===== src/rtl/intvec_pkg.sv =====
package intvec_pkg;
    localparam int USB_N_DEF = 7;
    localparam int TMR_N_DEF = 3;
    localparam logic [15:0] VEC_TOP = 16'hFFFC;

    typedef enum logic [0:0] {
        ST_IDLE    = 1'b0,
        ST_PRESENT = 1'b1
    } ivc_state_e;
endpackage


===== src/rtl/intvec_gather.sv =====
module intvec_gather #(
    parameter int USB_N   = 7,
    parameter int TMR_N   = 3,
    parameter int NUM_LVL = TMR_N + 4
) (
    input  logic [USB_N-1:0]   usb_flag,
    input  logic [USB_N-1:0]   usb_en,
    input  logic               usb_resume,
    input  logic               irq_flag,
    input  logic               port_flag,
    input  logic               irq_mask,
    input  logic [TMR_N-1:0]   tmr_flag,
    input  logic [TMR_N-1:0]   tmr_en,
    input  logic               kbd_flag,
    input  logic               kbd_mask,
    output logic [NUM_LVL-1:0] lvl_pend
);
    localparam int LVL_USB = 1;
    localparam int LVL_PIN = 2;
    localparam int LVL_TMR = 3;
    localparam int LVL_KBD = LVL_TMR + TMR_N;

    // level 0 (software) is not a peripheral source
    assign lvl_pend[0]       = 1'b0;
    assign lvl_pend[LVL_USB] = (|(usb_flag & usb_en)) | usb_resume;
    assign lvl_pend[LVL_PIN] = (irq_flag | port_flag) & ~irq_mask;
    assign lvl_pend[LVL_KBD] = kbd_flag & ~kbd_mask;

    for (genvar t = 0; t < TMR_N; t++) begin : g_tmr
        assign lvl_pend[LVL_TMR + t] = tmr_flag[t] & tmr_en[t];
    end
endmodule


===== src/rtl/intvec_arbiter.sv =====
module intvec_arbiter #(
    parameter int NUM_LVL = 7,
    parameter int IDX_W   = $clog2(NUM_LVL)
) (
    input  logic [NUM_LVL-1:0] elig,
    output logic               win_any,
    output logic [IDX_W-1:0]   win_idx
);
    logic [NUM_LVL-1:0] grant;

    // one-hot grant: a level wins when no lower index is eligible
    for (genvar g = 0; g < NUM_LVL; g++) begin : g_grant
        if (g == 0) begin : g_top
            assign grant[g] = elig[g];
        end else begin : g_rest
            assign grant[g] = elig[g] & ~(|elig[g-1:0]);
        end
    end

    always_comb begin
        win_any = |grant;
        win_idx = '0;
        for (int i = 0; i < NUM_LVL; i++) begin
            if (grant[i]) win_idx = IDX_W'(i);
        end
    end


    always_comb begin
        single_grant_chk: assert ($onehot0(grant));
    end
endmodule


===== src/rtl/intvec_fsm.sv =====
module intvec_fsm
    import intvec_pkg::*;
#(
    parameter int NUM_LVL = 7,
    parameter int IDX_W   = $clog2(NUM_LVL)
) (
    input  logic             clk,
    input  logic             rst_n,
    input  logic             win_any,
    input  logic [IDX_W-1:0] win_idx,
    input  logic             ack,
    input  logic             swi_req,
    output logic             req,
    output logic [IDX_W-1:0] cur_idx,
    output logic             swi_pend,
    output logic             hw_ack
);
    ivc_state_e       state, state_n;
    logic [IDX_W-1:0] idx_q, idx_n;
    logic             swi_q, swi_n;
    logic             swi_done;

    // state register
    always_ff @(posedge clk or negedge rst_n) begin
        if (!rst_n) begin
            state <= ST_IDLE;
            idx_q <= '0;
            swi_q <= 1'b0;
        end else begin
            state <= state_n;
            idx_q <= idx_n;
            swi_q <= swi_n;
        end
    end

    // transitions: GRANT, PREEMPT, RETIRE
    always_comb begin
        state_n = state;
        idx_n   = idx_q;
        unique case (state)
            ST_IDLE: begin
                if (win_any) begin
                    state_n = ST_PRESENT;
                    idx_n   = win_idx;
                end
            end
            ST_PRESENT: begin
                if (ack) begin
                    state_n = ST_IDLE;
                end else if (win_any && (win_idx < idx_q)) begin
                    idx_n = win_idx;
                end
            end
        endcase
    end

    assign swi_done = (state == ST_PRESENT) && ack && (idx_q == '0);
    assign swi_n    = swi_req | (swi_q & ~swi_done);

    // outputs
    always_comb begin
        req      = 1'b0;
        cur_idx  = '0;
        hw_ack   = 1'b0;
        unique case (state)
            ST_IDLE: ;
            ST_PRESENT: begin
                req     = 1'b1;
                cur_idx = idx_q;
                hw_ack  = ack && (idx_q != '0);
            end
        endcase
    end
    assign swi_pend = swi_q;


    hold_until_ack_chk: assert property (@(posedge clk) disable iff (!rst_n)
        (state == ST_PRESENT && !ack) |=> (state == ST_PRESENT && idx_q <= $past(idx_q)));


    swi_kept_chk: assert property (@(posedge clk) disable iff (!rst_n)
        (swi_q && !swi_done) |=> swi_q);
endmodule


===== src/rtl/intvec_ctrl.sv =====
module intvec_ctrl
    import intvec_pkg::*;
#(
    parameter int USB_N = USB_N_DEF,
    parameter int TMR_N = TMR_N_DEF
) (
    input  logic             clk,
    input  logic             rst_n,
    input  logic [USB_N-1:0] usb_flag,
    input  logic [USB_N-1:0] usb_en,
    input  logic             usb_resume,
    input  logic             irq_flag,
    input  logic             port_flag,
    input  logic             irq_mask,
    input  logic [TMR_N-1:0] tmr_flag,
    input  logic [TMR_N-1:0] tmr_en,
    input  logic             kbd_flag,
    input  logic             kbd_mask,
    input  logic             swi_req,
    input  logic             int_ack,
    input  logic             mask_set,
    input  logic             mask_clear,
    output logic             int_req,
    output logic [15:0]      vec_addr,
    output logic [$clog2(TMR_N+4)-1:0] src_idx,
    output logic             ret_pc_cur,
    output logic             glob_mask,
    output logic [TMR_N+2:0] int_status
);
    localparam int NUM_LVL = TMR_N + 4;
    localparam int IDX_W   = $clog2(NUM_LVL);
    localparam int STAT_W  = NUM_LVL - 1;

    logic [NUM_LVL-1:0] lvl_pend;
    logic [NUM_LVL-1:0] elig;
    logic               win_any;
    logic [IDX_W-1:0]   win_idx;
    logic               swi_pend;
    logic               hw_ack;
    logic               gmask_q;

    intvec_gather #(.USB_N(USB_N), .TMR_N(TMR_N), .NUM_LVL(NUM_LVL)) u_gather (
        .usb_flag  (usb_flag),
        .usb_en    (usb_en),
        .usb_resume(usb_resume),
        .irq_flag  (irq_flag),
        .port_flag (port_flag),
        .irq_mask  (irq_mask),
        .tmr_flag  (tmr_flag),
        .tmr_en    (tmr_en),
        .kbd_flag  (kbd_flag),
        .kbd_mask  (kbd_mask),
        .lvl_pend  (lvl_pend)
    );

    // software level bypasses the global mask
    assign elig = {lvl_pend[NUM_LVL-1:1] & {(NUM_LVL-1){~gmask_q}}, swi_pend};

    intvec_arbiter #(.NUM_LVL(NUM_LVL), .IDX_W(IDX_W)) u_arb (
        .elig   (elig),
        .win_any(win_any),
        .win_idx(win_idx)
    );

    intvec_fsm #(.NUM_LVL(NUM_LVL), .IDX_W(IDX_W)) u_fsm (
        .clk     (clk),
        .rst_n   (rst_n),
        .win_any (win_any),
        .win_idx (win_idx),
        .ack     (int_ack),
        .swi_req (swi_req),
        .req     (int_req),
        .cur_idx (src_idx),
        .swi_pend(swi_pend),
        .hw_ack  (hw_ack)
    );

    always_ff @(posedge clk or negedge rst_n) begin
        if (!rst_n)                 gmask_q <= 1'b1;
        else if (hw_ack || mask_set) gmask_q <= 1'b1;
        else if (mask_clear)        gmask_q <= 1'b0;
    end
    assign glob_mask = gmask_q;

    assign vec_addr   = int_req ? (VEC_TOP - (16'(src_idx) << 1)) : 16'h0000;
    assign ret_pc_cur = int_req && (src_idx == '0);

    // status order: pin level, USB level, then timers and keyboard
    assign int_status[0] = lvl_pend[2];
    assign int_status[1] = lvl_pend[1];
    for (genvar s = 2; s < STAT_W; s++) begin : g_stat
        assign int_status[s] = lvl_pend[s+1];
    end


    hw_ack_masks_chk: assert property (@(posedge clk) disable iff (!rst_n)
        (int_req && int_ack && src_idx != '0) |=> glob_mask);


    masked_hw_chk: assert property (@(posedge clk) disable iff (!rst_n)
        ($rose(int_req) && src_idx != '0) |-> !$past(glob_mask));
endmodule


===== config.mk =====
export PLATFORM = sky130hd
export DESIGN_NAME = intvec_ctrl
export DESIGN_NICKNAME = d
export VERILOG_FILES = /design/src/rtl/intvec_pkg.sv /design/src/rtl/intvec_gather.sv /design/src/rtl/intvec_arbiter.sv /design/src/rtl/intvec_fsm.sv /design/src/rtl/intvec_ctrl.sv
export SDC_FILE = /design/constraint.sdc
export NUM_CORES = 1
export LEC_CHECK = 0
export BUFFER_PORTS_ARGS = -buffer_cell sky130_fd_sc_hd__buf_2
export CAP_MARGIN = 25
export CORE_MARGIN = 2
export CORE_UTILIZATION = 37
export CTS_CLUSTER_SIZE = 25
export DETAILED_ROUTE_END_ITERATION = 10
export PLACE_DENSITY = 0.82
export SLEW_MARGIN = 15
export SYNTH_ARGS = -nofsm -noshare
export SYNTH_HDL_FRONTEND = slang
export SYNTH_SLANG_ARGS = --single-unit

===== constraint.sdc =====
create_clock -name clk -period 3.2 [get_ports clk]
set_clock_uncertainty 0.05 [all_clocks]
set_input_delay 0.64 -clock clk [delete_from_list [all_inputs] [get_ports clk]]
set_output_delay 0.64 -clock clk [all_outputs]
set_load 0.02 [all_outputs]

==> results.md, run 1 <==
* Final setup vio count at 0
* # fillers at 161
* Leakage at 0.536 nW
* I/O Buffers at 58
* Post-synthesis cell type count at 31
* DP Area at 902 um^2
* Commonest non-fill, non-tap cell in the layout: buf_2
* Crit path cell chain: buf_2 -> a22oi_2 -> nand2_2 -> a2111oi_4 -> nand2_1 -> nor2_1 -> ha_1 -> a211oi_1 -> o311ai_1 -> a221oi_2 -> buf_4 -> mux2_1
* Max cap viols at 0
* Die H at 46.6 um
* Post-Syn Area at 671 um^2
* Clock Path Buffers at 2
* CTS Root Cell: clkbuf_4
* Routed Antenna Nets at 0
* Ys Warns at 0
* Pin count of the biggest net entering global routing at 20
* Vias in the first global route at 743
* EDFF count, synth at 0
* Element type at the critical path end: register
* Setup crit start kind: primary input
* Final net count at 171
* CP max-delay cell: a2111oi_4
* Die area at 2170 um^2
* Register area share after synthesis at 0.226
* Remaining global-route overflow at 0
* Share of the synthesized area in the top cell type at 0.187
* Bufs and invs on worst path at 2
* Critical Path Max Stage Delay at 0.35 ns
* Initial core utilization at 0.393
* Synth area leaders: dfrtp_1, buf_4, ha_1
* Fin util at 0.548
* CTS tree: yes
* Post-CTS Hold Fix Bufs at 0
* Outcome: completed
* Final setup margin at 0.236 ns
* Worst-Skew Late Latency at 0.26 ns
* Hold Path Class: primary input to asynchronous set/reset pin
* Period utilisation layout at 0.926
* Period minus WS final at 2.96 ns
* # DRC at 0
* Synth Instances at 83
* Worst-path clk slew at 0.06 ns
* Via count at 749
* CTS resizes at 0
* Most frequent cells in the layout: buf_2, inv_1, nor2_1
* # IOs at 60
* Yosys top cell by area: dfrtp_1
* Setup Fix Bufs, Post-CTS at 0
* Final Hold Fails at 0
* Post-DR vias/cell at 4.71
* IR drop worst, VDD at 0.222 mV
* Final WL at 1990 um
* Mean routed wirelength per cell at 12.5 um
* Post-Syn Nets at 119
* Clk sink count at 6
* P per Cell Area at 375 nW/um^2
* Post-synth top flop: dfrtp_1
* CP Class: primary input to register
* Critical path data required time at 3.29 ns
* Iteration-0 DRC Markers at 8
* Achievable Freq at 0.337 GHz
* First-pass GRT wire length at 3120 um
* TritonCTS buffer count at 3
* CP delay by family, top: compound AO/OA/AOI/OAI gates
* GPL Wtd Cong at 0.801
* Slew Limit Fails at 0
* Drt pass-1 iters at 4
* Final instance area at 936 um^2
* Register bit count reported by yosys at 6
* Reg area at 151 um^2
* Initial antenna violation count at 0
* Share of layout cells above drive strength 1 at 0.522
* Area grow syn2layout at 39.6%
* CTS H-Tree Depth at 1
* Footprint of the multi-input gates at 377 um^2
* HPWL Detailed at 1730 um
* Placement Setup Slack at -0.0989 ns
* Gr usage total at 0.212
* CP arrival at 3.06 ns
* Row cnt at 15
* Core box area at 1710 um^2
* Die Span X at 46.6 um
* Mean area per synthesized cell at 8.08 um^2
* Critical Path Fanout Max at 3
* Post-synth ARST share at 1.00
* RSZ-0062 raised after global routing: false
* Inserted Diodes at 0
## cell usage after synthesis (2+ instances only)
master	n
nand3b_1	2
dfrtp_1	5
buf_4	13
o21ai_0	4
mux2_1	2
inv_1	12
a22oi_2	2
ha_1	4
nor2_1	8
a21oi_1	3
a21boi_0	2
nand2_1	6
nor3_1	2
## power by group
part | switching (W) | total [W] | internal, W
Clock | 0.0000333 | 0.0000809 | 0.0000476
Sequential | 0.0000136 | 0.0000976 | 0.0000840
Combinational | 0.000105 | 0.000173 | 0.0000678
Total | 0.000152 | 0.000351 | 0.000199
## sequential cells by signal, indices dropped and copies added, names as in the netlist
signal          flops
u_fsm.swi_pend      1
u_fsm.state         1
glob_mask           1
u_fsm.idx_q         3
## kinds of logic (layout without fill, tap and decap cells)
| kind of cell | count (synthesis) | in the layout | synth area share |
|---|---|---|---|
| buffers and inverters | 25 | 76 | 0.213 |
| AND/OR/NAND/NOR | 24 | 24 | 0.170 |
| AO/OA/AOI/OAI | 19 | 19 | 0.250 |
| flip-flops | 6 | 6 | 0.226 |
| adder cells (fa/ha/maj) | 4 | 4 | 0.0746 |
| multiplexers | 3 | 3 | 0.0485 |
| other | 1 | 1 | 0.00559 |
| XOR/XNOR | 1 | 1 | 0.0131 |
## worst register-to-register path, stage by stage, from the launching register on
cell	delay [ns]
dfrtp_1	0.42
nor2_1	0.21
nand2_1	0.10
nor2_1	0.16
ha_1	0.25
a211oi_1	0.25
o311ai_1	0.17
a221oi_2	0.24
buf_4	0.17
mux2_1	0.32
## worst paths after layout
path | start | endpoint | slack [ns] | depth (start not counted)
max reg2reg | u_fsm.swi_pend$_DFF_PN0_ | u_fsm.idx_q[1]$_DFFE_PN0P_ | 0.73 | 9
max | usb_flag[2] | u_fsm.idx_q[1]$_DFFE_PN0P_ | 0.24 | 12
min reg2reg | u_fsm.swi_pend$_DFF_PN0_ | u_fsm.swi_pend$_DFF_PN0_ | 0.53 | 1
min in group clk | swi_req | u_fsm.swi_pend$_DFF_PN0_ | 0.53 | 2
max in group asynchronous | rst_n | glob_mask$_DFFE_PN1P_ | 2.72 | 1
min | rst_n | u_fsm.state$_DFF_PN0_ | 0.14 | 1
## routing by layer
layer	vias to the layer above	global-route usage	wire length (um)
met5	-	0	0
met4	0	0.137	55
li1	374	-	-
met1	340	0.192	691
met2	28	0.389	1130
met3	7	0.0745	106
## through the flow
step / TNS [ns] / power (W) / hold slack, ns / instances
3_3_place_gp: 0 / 0.000262 / 0.417 / 154
6_report: 0 / 0.000351 / 0.140 / 159
5_1_grt: 0 / 0.000381 / 0.133 / 159
3_5_place_dp: -0.182 / 0.000269 / 0.420 / 154
4_1_cts: 0 / 0.000351 / 0.138 / 158
2_1_floorplan: 0 / 0.000227 / 0.294 / 83
## cell type report
class                   instances  area share
multi-input cells              52       0.402
clock buffers                   4      0.0281
flip-flops and latches          6       0.162
inverters                      12      0.0481
repair buffers                 60       0.326
well taps                      25      0.0334
No activity file was read; power rests on OpenSTA's default activity.
==> inputs of run 2 (changes only) <==
--- a/config.mk
+++ b/config.mk
@@ -7,8 +7,10 @@
 export LEC_CHECK = 0
 export BUFFER_PORTS_ARGS = -buffer_cell sky130_fd_sc_hd__buf_2
 export CAP_MARGIN = 25
+export CELL_PAD_IN_SITES_DETAIL_PLACEMENT = 0
+export CELL_PAD_IN_SITES_GLOBAL_PLACEMENT = 1
 export CORE_MARGIN = 2
-export CORE_UTILIZATION = 37
+export CORE_UTILIZATION = 24
 export CTS_CLUSTER_SIZE = 25
 export DETAILED_ROUTE_END_ITERATION = 10
 export PLACE_DENSITY = 0.82
==> constraint.sdc (replaced) <==
create_clock -name clk -period 3.1 [get_ports clk]
set_clock_uncertainty 0.05 [all_clocks]
set_input_delay 0.62 -clock clk [delete_from_list [all_inputs] [get_ports clk]]
set_output_delay 0.62 -clock clk [all_outputs]
set_load 0.02 [all_outputs]
==> run 2 against run 1 <==
Net effect:
- hold slack worse by 0.0052 ns
- first-iteration DRC count up 88%
- critical path depth down 1
- power up 1.1%
- wire length down 15%
- largest power group unchanged
- clock-buffer cell count unchanged
- final cell count up 3.8%
- clock power down 3.3%
- via count down 0.93%
==> results.md, run 2 (same netlist as run 1, synthesis figures left out) <==
* Outcome: completed
* Switching Share at 0.422 (-0.00990)
* P per Cell Area at 375 nW/um^2 (about the same)
* Final Hold Fails at 0 (unchanged)
* Achievable Freq at 0.342 GHz
* Logic pwr share at 0.495 (+0.003)
* First-pass GRT wire length at 2770 um (-11%)
* P_int at 0.000205 W (+2.8%)
* Inserted Diodes at 0 (unchanged)
* Final WL at 1700 um (-15%)
* CP Class: primary input to register
* Max cap viols at 0 (unchanged)
* Slew Limit Fails at 0 (unchanged)
* Initial antenna violation count at 0 (unchanged)
* TritonCTS buffer count at 3 (unchanged)
* Remaining global-route overflow at 0 (unchanged)
* I/O Buffers at 58 (unchanged)
* Period utilisation layout at 0.943
* Setup crit start kind: primary input
* Clock Path Buffers at 2 (unchanged)
* CTS Root Cell: clkbuf_4
* Clk pwr share at 0.220 (-0.010)
* Post-CTS Hold Fix Bufs at 0 (unchanged)
* Sw Pwr at 0.000150 W (-1.2%)
* Fin Hold WS at 0.135 ns (-0.00519 ns)
* # DRC at 0 (unchanged)
* Vias in the first global route at 710 (-4.4%)
* Die H at 56.9 um (+22%)
* Hold Path Class: primary input to asynchronous set/reset pin
* Drt pass-1 iters at 4 (unchanged)
* CTS H-Tree Depth at 1 (unchanged)
* CP arrival at 3.00 ns (-0.06 ns)
* GPL Wtd Cong at 0.887 (+11%)
* Top reg by flops: u_fsm.idx_q
* Post-DR vias/cell at 4.50 (-4.5%)
* Most frequent cells in the layout: buf_2, inv_1, nor2_1
* Die area at 3230 um^2 (+49%)
* Core box area at 2710 um^2 (+59%)
* Worst-path clk slew at 0.05 ns (about the same)
* Commonest non-fill, non-tap cell in the layout: buf_2
* Mean routed wirelength per cell at 10.3 um (-18%)
* Critical path data required time at 3.17 ns (-0.12 ns)
* Period minus WS final at 2.92 ns
* Share of layout cells above drive strength 1 at 0.530 (+0.00746)
* CTS tree: yes
* Iteration-0 DRC Markers at 15 (+7)
* Die Span X at 56.9 um (+22%)
* Leakage at 0.536 nW (about the same)
* Initial core utilization at 0.247 (-0.145)
* Final net count at 171 (unchanged)
* FF-to-FF setup slack at 0.64 ns (-0.09 ns)
* Element type at the critical path end: register
* Gr usage total at 0.105 (-0.107)
* Fin util at 0.349 (-0.199)
* Area grow syn2layout at 41.0%
* Pin count of the biggest net entering global routing at 20 (unchanged)
* Max reg flops at 3 (unchanged)
* IR drop worst, VDD at 0.218 mV (-1.8%)
* HPWL Detailed at 1450 um (-16%)
* Clk sink count at 6 (unchanged)
* Worst-Skew Late Latency at 0.25 ns (about the same)
* # IOs at 60 (unchanged)
* Critical Path Fanout Max at 3 (unchanged)
* Row cnt at 19 (+4)
* Via count at 742 (-0.93%)
* Routed Antenna Nets at 0 (unchanged)
* Final setup vio count at 0 (unchanged)
* Reg power frac at 0.284 (+0.006)
==> run 2: changes by cell type in the layout (fill, tap and decap cells not counted) <==
cell    previous run  this run
nor2_2             0         1
nor2_1             8         7
==> run 2: layer usage <==
layer / vias to the layer above / share of wire / GRT usage
li1: 369 / - / -
met1: 319 / 0.40 / 0.108
met2: 50 / 0.50 / 0.198
met3: 4 / 0.090 / 0.0300
met4: 0 / 0.014 / 0.0399
met5: - / 0 / 0
==> run 2: repair_timing <==
| action | in CTS | in global routing |
|---|---|---|
| gates resized for setup | 0 | 1 |
| endpoints found under the setup margin | 0 | 1 |
| hold endpoints to repair | 0 | 0 |
| setup buffers | 0 | 0 |
==> run 2: power groups by stage <==
| stage | combinational (W) | sequential (W) | clock [W] |
|---|---|---|---|
| final | 0.000176 | 0.000101 | 0.0000782 |
| after global routing | 0.000192 | 0.000103 | 0.0000850 |
| after CTS | 0.000177 | 0.000101 | 0.0000786 |
| after detailed placement | 0.000176 | 0.000102 | 0 |
| after global placement | 0.000174 | 0.000102 | 0 |
| after floorplan | 0.000131 | 0.000103 | 0 |
==> run 2: area by class of cell <==
class | instances | area (um^2)
Fill cell | 293 | 1760
Sequential cell | 6 | 151
Timing Repair Buffer | 60 | 305
Multi-Input combinational cell | 52 | 379
Tap cell | 31 | 38.8
Inverter | 12 | 45.0
Clock buffer | 4 | 26.3
==> run 2: final timing paths <==
path,from,cells after the start,to
min in group clk,swi_req,2,u_fsm.swi_pend$_DFF_PN0_
worst min register to register,u_fsm.idx_q[1]$_DFFE_PN0P_,1,u_fsm.idx_q[1]$_DFFE_PN0P_
worst max-delay path,usb_flag[2],11,u_fsm.idx_q[2]$_DFFE_PN0P_
max in group asynchronous,rst_n,1,glob_mask$_DFFE_PN1P_
worst min-delay path,rst_n,1,u_fsm.idx_q[0]$_DFFE_PN0P_
worst max register to register,u_fsm.swi_pend$_DFF_PN0_,8,u_fsm.idx_q[2]$_DFFE_PN0P_
==> run 2: metrics by stage <==
| stage | cells | power [W] | setup TNS (ns) | setup slack [ns] | cell area [um^2] |
|---|---|---|---|---|---|
| final | 165 | 0.000355 | 0 | 0.177 | 946 |
| after global routing | 165 | 0.000381 | -0.0122 | -0.0122 | 946 |
| after CTS | 165 | 0.000356 | 0 | 0.165 | 943 |
| after detailed placement | 161 | 0.000279 | -0.154 | -0.0854 | 917 |
| after global placement | 161 | 0.000276 | 0 | 0.0825 | 917 |
| after floorplan | 83 | 0.000234 | 0 | 0.203 | 671 |
==> run 2: critical path, cell delays in order <==
cell,delay [ns]
buf_2,0.10
a22oi_2,0.18
nand2_2,0.08
a2111oi_4,0.30
nand2_1,0.14
nor2_2,0.16
ha_1,0.25
a211oi_1,0.25
o311ai_1,0.16
a221oi_2,0.38
mux2_1,0.38
==> inputs of run 3 (changes only) <==
--- a/config.mk
+++ b/config.mk
@@ -10,10 +10,11 @@
 export CELL_PAD_IN_SITES_DETAIL_PLACEMENT = 0
 export CELL_PAD_IN_SITES_GLOBAL_PLACEMENT = 1
 export CORE_MARGIN = 2
-export CORE_UTILIZATION = 24
+export CORE_UTILIZATION = 25
+export CTS_BUF_LIST = sky130_fd_sc_hd__clkbuf_2 sky130_fd_sc_hd__clkbuf_4 sky130_fd_sc_hd__clkbuf_8
 export CTS_CLUSTER_SIZE = 25
 export DETAILED_ROUTE_END_ITERATION = 10
-export PLACE_DENSITY = 0.82
+export PLACE_DENSITY = 0.85
 export SLEW_MARGIN = 15
 export SYNTH_ARGS = -nofsm -noshare
 export SYNTH_HDL_FRONTEND = slang
==> run 3 against run 2 <==
Net effect:
- sequential power about the same
- critical path depth unchanged
- combinational power about the same
- hold slack about the same
- register-to-register slack better by 0.06 ns
- non-clock buffer count stayed put
- flip-flop and latch count stayed put
- final cell count down 0.61%
- power grew 2.2%
- maximum frequency grew 2.4%
- sequential share of layout area stayed put
- worst setup slack better by 0.068 ns
==> results.md, run 3 (same netlist as run 1, synthesis figures left out) <==
* CTS resizes at 0 (unchanged)
* Final setup vio count at 0 (unchanged)
* Clk sink count at 6 (unchanged)
* Worst-Skew Late Latency at 0.25 ns (about the same)
* Element type at the critical path end: register
* Hold Path Class: primary input to asynchronous set/reset pin
* Leakage at 0.540 nW (+0.67%)
* Commonest non-fill, non-tap cell in the layout: buf_2
* First-pass GRT wire length at 2820 um (+2.0%)
* Max reg flops at 3 (unchanged)
* Vias in the first global route at 707 (-0.42%)
* Non-filler cells, final at 164 (-0.61%)
* Remaining global-route overflow at 0 (unchanged)
* Initial antenna violation count at 0 (unchanged)
* Post-DR vias/cell at 4.48 (-0.34%)
* TritonCTS buffer count at 3 (unchanged)
* Slew Limit Fails at 0 (unchanged)
* Setup crit start kind: primary input
* Clock Path Buffers at 2 (unchanged)
* Setup Fix Bufs, Post-CTS at 0 (unchanged)
* GPL Wtd Cong at 0.831 (-6.4%)
* Drt pass-1 iters at 4 (unchanged)
* Initial core utilization at 0.268 (+0.0208)
* IR drop worst, VDD at 0.237 mV (+8.6%)
* Setup tns final at 0 ns (unchanged)
* # IOs at 60 (unchanged)
* Row cnt at 18 (-1)
* Final net count at 171 (unchanged)
* Via count at 735 (-0.94%)
* CP Class: primary input to register
* Reg area at 151 um^2 (unchanged)
* Iteration-0 DRC Markers at 16 (+1)
* # fillers at 276 (-5.8%)
* Core box area at 2500 um^2 (-7.8%)
* P per Cell Area at 384 nW/um^2 (+2.2%)
* Period utilisation layout at 0.921 (-0.0221)
* Share of layout cells above drive strength 1 at 0.530 (unchanged)
* Routed Antenna Nets at 0 (unchanged)
* Area grow syn2layout at 41.0% (unchanged)
* Top reg by flops: u_fsm.idx_q
* Critical Path Fanout Max at 3 (unchanged)
* Most frequent cells in the layout: buf_2, inv_1, nor2_1
* Reg2reg path depth at 8 (unchanged)
* Achievable Freq at 0.350 GHz (+2.4%)
* Die Span X at 55.8 um (-1.9%)
* Gr usage total at 0.111 (+0.00579)
* Die H at 55.8 um (-1.9%)
* Final Hold Fails at 0 (unchanged)
* HPWL Detailed at 1460 um (+0.53%)
* CTS Root Cell: clkbuf_4
* Die area at 3110 um^2 (-3.7%)
* Outcome: completed
* Critical path data required time at 3.18 ns (about the same)
* CTS H-Tree Depth at 1 (unchanged)
* Inserted Diodes at 0 (unchanged)
* Worst-path clk slew at 0.05 ns (about the same)
* RSZ-0062 raised after global routing: false
* Dpl cells at 160 (-0.62%)
* CTS tree: yes
* Post-CTS Hold Fix Bufs at 0 (unchanged)
* Period minus WS final at 2.85 ns (-0.0685 ns)
* Footprint of the multi-input gates at 377 um^2 (-0.66%)
* Final WL at 1690 um (-0.65%)
* Mean routed wirelength per cell at 10.3 um (about the same)
* Pin count of the biggest net entering global routing at 20 (unchanged)
* I/O Buffers at 58 (unchanged)
* Max cap viols at 0 (unchanged)
* CP arrival at 2.93 ns (-0.07 ns)
* # DRC at 0 (unchanged)
## run 3: through the flow
stage,area [um^2],utilization,power [W],worst slack [ns],hold WS (ns)
floorplan,671,-,0.000234,0.203,0.274
global placement,916,0.366,0.000276,0.0811,0.396
detailed placement,916,0.366,0.000278,0.0151,0.400
CTS,946,0.378,0.000369,0.268,0.127
global route,946,0.378,0.000391,0.0613,0.126
finish,946,0.378,0.000363,0.245,0.135
## run 3: where the power goes
group | total, W | leakage (nW) | switching [W] | internal (W)
clock network | 0.0000872 | 0.0184 | 0.0000296 | 0.0000576
logic | 0.000175 | 0.448 | 0.000105 | 0.0000693
registers | 0.000101 | 0.0731 | 0.0000140 | 0.0000868
total | 0.000363 | 0.540 | 0.000149 | 0.000214
## run 3: worst max-delay path: stages
cell,delay (ns)
buf_2,0.10
a22oi_2,0.18
nand2_2,0.08
a2111oi_4,0.29
nand2_1,0.11
nor2_1,0.16
ha_1,0.26
a211oi_1,0.24
o311ai_1,0.15
a221oi_2,0.37
mux2_1,0.36
## run 3: final timing paths
kind	start	slack (ns)	end
worst max-delay path	usb_flag[2]	0.25	u_fsm.idx_q[1]$_DFFE_PN0P_
worst max register to register	u_fsm.swi_pend$_DFF_PN0_	0.70	u_fsm.idx_q[1]$_DFFE_PN0P_
worst min-delay path	rst_n	0.13	u_fsm.idx_q[1]$_DFFE_PN0P_
max in group asynchronous	rst_n	2.63	glob_mask$_DFFE_PN1P_
min in group clk	swi_req	0.51	u_fsm.swi_pend$_DFF_PN0_
worst min register to register	u_fsm.swi_pend$_DFF_PN0_	0.51	u_fsm.swi_pend$_DFF_PN0_
## run 3: area by class of cell
type | count | share of cell area
multi-input combinational | 52 | 0.398
timing repair buffer | 60 | 0.323
sequential | 6 | 0.160
inverter | 12 | 0.0476
tap | 30 | 0.0397
clock buffer | 4 | 0.0317
## run 3: metal layers
metal  track usage  vias to the layer above  part of all wire
met5             0                        -                 0
met4        0.0314                        0            0.0077
met3        0.0395                        2             0.087
met2         0.190                       40              0.48
met1         0.128                      325              0.43
li1              -                      368                 -
